File: config.mk
export PLATFORM = sky130hd
export DESIGN_NAME = bcd_decade_counter
export DESIGN_NICKNAME = d
export VERILOG_FILES = /design/src/rtl/bcd_cnt_pkg.sv /design/src/rtl/bcd_op_decode.sv /design/src/rtl/bcd_next_state.sv /design/src/rtl/bcd_state_reg.sv /design/src/rtl/bcd_decade_counter.sv
export SDC_FILE = /design/constraint.sdc
export NUM_CORES = 1
export LEC_CHECK = 0
export ABC_AREA = 1
export BUFFER_PORTS_ARGS = -buffer_cell sky130_fd_sc_hd__buf_2
export CORE_AREA = 4 4 41 43
export DETAILED_ROUTE_END_ITERATION = 7
export DIE_AREA = 0 0 45 47
export GPL_TIMING_DRIVEN = 0
export SYNTH_ARGS = -nofsm -noshare
export SYNTH_HDL_FRONTEND = slang
export SYNTH_SLANG_ARGS = --single-unit
File: constraint.sdc
create_clock -name clk -period 1.3 [get_ports clk]
set_input_delay 0.065 -clock clk [delete_from_list [all_inputs] [get_ports clk]]
set_output_delay 0.065 -clock clk [all_outputs]
set_load 0.01 [all_outputs]
File: src/rtl/bcd_cnt_pkg.sv
package bcd_cnt_pkg;

    localparam int DIGIT_W   = 4;
    localparam int LAST_CODE = 9;

    typedef logic [DIGIT_W-1:0] digit_t;

    typedef enum logic [1:0] {
        OP_HOLD  = 2'd0,
        OP_STEP  = 2'd1,
        OP_LOAD  = 2'd2,
        OP_CLEAR = 2'd3
    } step_op_e;

    typedef struct packed {
        logic clr_req;
        logic load_req;
        logic run_req;
    } ctrl_t;

    function automatic logic is_last(digit_t d);
        return d == digit_t'(LAST_CODE);
    endfunction

    // Unused codes fall through a plain binary increment (15 wraps to 0).
    function automatic digit_t step_code(digit_t d);
        if (is_last(d)) begin
            return '0;
        end
        return d + digit_t'(1);
    endfunction

endpackage

File: src/rtl/bcd_op_decode.sv
module bcd_op_decode
    import bcd_cnt_pkg::*;
(
    input  ctrl_t    ctrl,
    output step_op_e op
);
    always_comb begin
        if (ctrl.clr_req) begin
            op = OP_CLEAR;
        end else if (ctrl.load_req) begin
            op = OP_LOAD;
        end else if (ctrl.run_req) begin
            op = OP_STEP;
        end else begin
            op = OP_HOLD;
        end
    end
endmodule

File: src/rtl/bcd_next_state.sv
module bcd_next_state
    import bcd_cnt_pkg::*;
(
    input  step_op_e op,
    input  digit_t   cur,
    input  digit_t   preset,
    output digit_t   nxt
);
    always_comb begin
        unique case (op)
            OP_CLEAR: nxt = '0;
            OP_LOAD:  nxt = preset;
            OP_STEP:  nxt = step_code(cur);
            default:  nxt = cur;
        endcase
    end
endmodule

File: src/rtl/bcd_state_reg.sv
module bcd_state_reg
    import bcd_cnt_pkg::*;
#(
    parameter bit ASYNC_CLR = 1'b1
) (
    input  logic   clk,
    input  logic   rst_n,
    input  digit_t d,
    output digit_t q
);
    generate
        if (ASYNC_CLR) begin : g_async
            always_ff @(posedge clk or negedge rst_n) begin
                if (!rst_n) begin
                    q <= '0;
                end else begin
                    q <= d;
                end
            end
        end else begin : g_sync
            // Clear arrives through the next-state path as OP_CLEAR.
            always_ff @(posedge clk) begin
                q <= d;
            end
        end
    endgenerate
endmodule

File: src/rtl/bcd_decade_counter.sv
module bcd_decade_counter
    import bcd_cnt_pkg::*;
#(
    parameter bit ASYNC_CLR = 1'b1
) (
    input  logic                                clk,
    input  logic                                rst_n,
    input  logic                                load_n,
    input  logic [bcd_cnt_pkg::DIGIT_W-1:0]     load_val,
    input  logic                                en_par,
    input  logic                                en_chain,
    output logic [bcd_cnt_pkg::DIGIT_W-1:0]     digit,
    output logic                                carry_out
);
    ctrl_t    ctrl;
    step_op_e op;
    digit_t   state_q;
    digit_t   state_d;

    always_comb begin
        ctrl.clr_req  = !ASYNC_CLR && !rst_n;
        ctrl.load_req = !load_n;
        ctrl.run_req  = en_par && en_chain;
    end

    bcd_op_decode u_dec (
        .ctrl (ctrl),
        .op   (op)
    );

    bcd_next_state u_nxt (
        .op     (op),
        .cur    (state_q),
        .preset (load_val),
        .nxt    (state_d)
    );

    bcd_state_reg #(.ASYNC_CLR(ASYNC_CLR)) u_reg (
        .clk   (clk),
        .rst_n (rst_n),
        .d     (state_d),
        .q     (state_q)
    );

    assign digit     = state_q;
    assign carry_out = en_chain && is_last(state_q);
endmodule

* Word level (Yosys, flattened, before mapping)
Index checks and enable logic that the tools add are counted.
** Storage, ports and cells
- Bits in registers :: 4
- Latch bits :: 0
- RAM bits :: 0
- Memory bits (read-only) :: 0
- Input bits :: 9
- Output and inout port bits :: 5
- Logic and storage cells :: 16
- Memories :: 0
** Cells by class
- Add/subtract/negate cells :: 1
- Multiply operators :: 0
- Divide/modulo/power cells :: 0
- Magnitude comparators :: 0
- Eq/ne operators :: 4
- Shift-type cells :: 0
- Muxes and demuxes :: 7
- Bitwise operators :: 0
- Reductions and logical operators :: 3
** Operator list (number)
- $pmux 4 s3 :: 1
- $mux 4 :: 2
- $add 4x1->4 const B :: 1
- $eq 2x2->1 const B :: 2
- $eq 4x4->1 const B :: 1
- $mux 1 :: 3
- $reduce_bool 3->1 :: 1
- $eq 2x1->1 const B :: 1
- $logic_and 1x1->1 :: 2
- $mux 2 :: 1

* Longest topological paths before layout
- Depth in word-level cells :: 7
- Depth in mapped cells :: 7
- Mapped depth without buffers :: 7

* Hierarchy
From an unflattened synthesis, not the netlist that was laid out.
** Second synthesis, totals
- Cell total of the unflattened synthesis :: 53
- Area, all modules :: 324.1 µm²
** Modules (own cells, without submodules)
- bcd_next_state :: times used 1, cells each 35, area an instance 170.2 µm²
- bcd_state_reg :: times used 1, cells each 4, area an instance 100.1 µm²
- bcd_decade_counter :: times used 1, cells each 9, area an instance 35.0 µm²
- bcd_op_decode :: times used 1, cells each 5, area an instance 18.8 µm²

* Worst setup path before layout
OpenSTA, ideal clock, no wires.
- Kind :: register to output
- Start :: register u_reg.q[1]
- End :: output carry_out
- Arrival time :: 1013 ps
- Required time :: 1235 ps
- Path slack :: 222 ps
- Cell stages (with the launch flop) :: 5
- Cell sequence :: dfrtp_1 -> inv_1 -> ha_1 -> nand2_1 -> nor3b_1
** On the way
- Cells in the longest elaborated chain, start to end :: 2
** RTL lines
- from (decl) :: RTL line bcd_state_reg.sv:9 : output digit_t q
- from (signal assigned) :: RTL line bcd_state_reg.sv:15 : q <= '0;
- from (signal assigned) :: RTL line bcd_state_reg.sv:17 : q <= d;
- $eq 4x4->1 :: RTL line bcd_cnt_pkg.sv:22 : return d == digit_t'(LAST_CODE);
- $logic_and 1x1->1 :: RTL line bcd_decade_counter.sv:46 : assign carry_out = en_chain && is_last(state_q);
- to (decl) :: RTL line bcd_decade_counter.sv:13 : output logic carry_out
Every way passes these cells.

* Worst setup path after layout
- Start :: register u_reg.q[0]
- End :: output carry_out
The elaborated chain is that of the path after synthesis.

==> flow_summary.rst <==
.. list-table::
   :header-rows: 1

   * - Metric
     - Value
   * - Count of mapped cells out of synthesis
     - 46
   * - Clock Root Buffer
     - sky130_fd_sc_hd__clkbuf_4
   * - Worst hold-check slack
     - 120 ps
   * - Share of the synthesized area in the top cell type
     - 0.332
   * - CTS buffer count
     - 3
   * - Register bank with the most flops
     - u_reg.q
   * - Via density per instance
     - 4.27
   * - Fillcell total
     - 151
   * - Total power density per cell area
     - 971 mW/mm^2
   * - Post-Synthesis Mean Instance Area
     - 6.56 sq um
   * - Post-Place Worst Slack
     - 156 ps
   * - Highest achievable clock rate
     - 0.818 GHz
   * - Placeable core area
     - 0.00130 sq mm
   * - Clock edge transition at the registers on the reported setup and hold paths
     - 30 ps
   * - Internal portion of total power
     - 305 uW
   * - Clock insertion delay at the later pin of the skew report
     - 230 ps
   * - Routed WL per cell
     - 8.69 um
   * - Highest-count cells in the layout ignoring fill and taps
     - sky130_fd_sc_hd__nand2_1, sky130_fd_sc_hd__buf_2, sky130_fd_sc_hd__inv_1, sky130_fd_sc_hd__nand3_1
   * - Switching fraction of total power
     - 0.301
   * - GRT Overall Usage
     - 0.0761
   * - Shortest clock period the worst path allows after layout
     - 1220 ps
   * - Final net count
     - 79
   * - Maximum number of pins on one net before global-route repair
     - 8
   * - Area contributors post-synth
     - sky130_fd_sc_hd__dfrtp_1, sky130_fd_sc_hd__nand2_1, sky130_fd_sc_hd__inv_1
   * - Max-cap violation count
     - 0
   * - Maximum fanout encountered on the critical timing path
     - 5
   * - Number of flip-flops under the largest register name
     - 4
   * - Count of input and output buffers
     - 13
   * - WS Path Type
     - register to primary output
   * - Total of warnings raised by yosys
     - 0
   * - Area leader, netlist
     - sky130_fd_sc_hd__dfrtp_1
   * - Relative contribution of combinational cells to total power
     - 0.293
   * - Number of library cell types mapped by synthesis
     - 11
   * - Transition time at the pin with the least slew margin
     - 240 ps
   * - RSZ-0062 raised after global routing
     - true
   * - Cell count after placement
     - 74
   * - Antenna fix cells
     - 0
   * - Initial core utilization
     - 0.232
   * - Final-layout setup total negative slack
     - 0 ps
   * - I/O pin count
     - 14
   * - Share of synthesized area occupied by flip-flops and latches
     - 0.332
   * - Number of H-tree levels
     - 1
   * - Crit start category
     - register
   * - GRT met3 Usage
     - 0.0690
   * - Remaining routing DRC violations
     - 0
   * - TritonCTS clock tree
     - done
   * - Global route hottest layer
     - met2
   * - Gp weighted congestion
     - 0.664
   * - Worst relative slew slack
     - 0.840
   * - Worst min-delay path class
     - input pin to register
   * - Result of the run
     - finished clean
   * - Type of element capturing the critical path
     - primary output
   * - Area Overhead vs Synth
     - 49.0%
   * - Number of standard-cell rows in the floorplan
     - 13
   * - Post-synthesis instance area
     - 302 sq um
   * - Final count of negative-setup-slack endpoints
     - 0
   * - Post-route fraction of the period consumed by the critical path
     - 0.940
   * - Horizontal die dimension
     - 45 um
   * - DR iter-0 viols
     - 1
   * - Data required time of the critical path
     - 1240 ps
   * - Layout Skew
     - 1.09 ps
   * - Final Power
     - 436 uW
   * - Via Count
     - 346
   * - Global-route wire length before repair
     - 1120 um
   * - Switching Power
     - 131 uW
   * - Proportion of layout cells with a drive suffix above 1
     - 0.364
   * - Most frequent standard cell in the layout excluding fill and tap cells
     - sky130_fd_sc_hd__nand2_1
   * - Post-synth net total
     - 57
   * - Clock group share of total power
     - 0.340
   * - Sequential cell fraction of total power
     - 0.367
   * - Worst-case clock buffer depth
     - 2
   * - # clock sinks
     - 4
   * - Filler-free cell count of the finished design
     - 81
   * - Detail Route Antenna Nets
     - 0
   * - Leading registers by flop count
     - u_reg.q: 4 flops
   * - DIE AREA
     - 0.00212 sq mm
   * - Detailed Routing Iterations Pass 1
     - 2
   * - Data arrival time of the critical path
     - 1160 ps
   * - Count of state elements after synthesis
     - 4
   * - DRT Wirelength
     - 704 um
   * - Number of antenna violations at the first check in global routing
     - 0
   * - Die boundary height
     - 47 um
   * - Max Slew Vio Count
     - 0
   * - DPL Wire Length
     - 555 um
   * - Sum of overflow across all layers after global routing
     - 0
   * - GRT met2 Usage
     - 0.110
   * - Worst IR Drop VDD
     - 0.000449 V
   * - Number of global-route vias before repair
     - 301
   * - Count of final hold-check violations
     - 0
   * - Least setup slack across all paths after layout
     - 77.7 ps
   * - Met1 demand-to-capacity share in global routing
     - 0.0894
   * - Leakage
     - 0.273 nW
final timing paths:
kind / start / to / slack [ps] / depth (start not counted)
max: u_reg.q[0]$_DFFE_PN0P_ / carry_out / 80 / 4
min: load_val[1] / u_reg.q[1]$_DFFE_PN0P_ / 120 / 5
max reg2reg: u_reg.q[0]$_DFFE_PN0P_ / u_reg.q[2]$_DFFE_PN0P_ / 160 / 5
min reg2reg: u_reg.q[3]$_DFFE_PN0P_ / u_reg.q[3]$_DFFE_PN0P_ / 670 / 4
max in group asynchronous: rst_n / u_reg.q[0]$_DFFE_PN0P_ / 1000 / 2
min in group asynchronous: rst_n / u_reg.q[3]$_DFFE_PN0P_ / 170 / 2
logic make-up (layout without fill, tap and decap cells):
kind of cell               after synthesis  count (layout)  share of synthesized area
xor gates and xnor gates                 1               1                     0.0291
adders and majority gates                2               2                     0.0830
buffers and inverters                    9              29                      0.112
DFF                                      4               4                      0.332
and+or+nand+nor                         30              30                      0.444
metrics by stage:
step	utilization	cell area (sq um)
global placement	0.296	385
detailed placement	0.296	385
global route	0.345	449
CTS	0.328	427
finish	0.345	449
floorplan	-	302
synth_stat cells:
master	number
sky130_fd_sc_hd__nand3_2	1
sky130_fd_sc_hd__nor2_2	1
sky130_fd_sc_hd__nor2_1	1
sky130_fd_sc_hd__nor3b_1	1
sky130_fd_sc_hd__inv_1	9
sky130_fd_sc_hd__ha_1	2
sky130_fd_sc_hd__nand4_1	1
sky130_fd_sc_hd__nand3_1	5
sky130_fd_sc_hd__nand2_1	20
sky130_fd_sc_hd__xor2_1	1
sky130_fd_sc_hd__dfrtp_1	4
layer usage:
metal / share of wire / vias to the layer above / routed length [um]
li1: - / 180 / -
met1: 0.43 / 156 / 301
met2: 0.48 / 10 / 341
met3: 0.087 / 0 / 61
met4: 0 / 0 / 0
met5: 0 / - / 0
power groups by stage:
stage	registers (mW)	logic [mW]	clock network [mW]
global route	0.163	0.144	0.171
global placement	0.165	0.0999	0
finish	0.160	0.128	0.149
detailed placement	0.165	0.102	0
CTS	0.160	0.115	0.159
floorplan	0.168	0.0529	0
critical path, stage by stage, from the launching register on:
cell and delay (ps):
sky130_fd_sc_hd__dfrtp_2 390, sky130_fd_sc_hd__ha_1 180, sky130_fd_sc_hd__nand2_2 70, sky130_fd_sc_hd__nor3b_2 140, sky130_fd_sc_hd__buf_2 140
what timing repair did:
action,CTS,global route
hold buffers,1,0
setup buffers,1,2
gates resized for setup,1,2
hold endpoints to repair,4,0
setup endpoints to repair,1,1
final cells by class:
class                           count  area (sq um)  area share
Clock buffer                        3          22.5      0.0501
Inverter                            9          33.8      0.0752
Multi-Input combinational cell     33           175       0.390
Sequential cell                     4           101       0.226
Tap cell                           15          18.8      0.0418
Timing Repair Buffer               17          97.6       0.217
(Power assumes the default switching activity.)
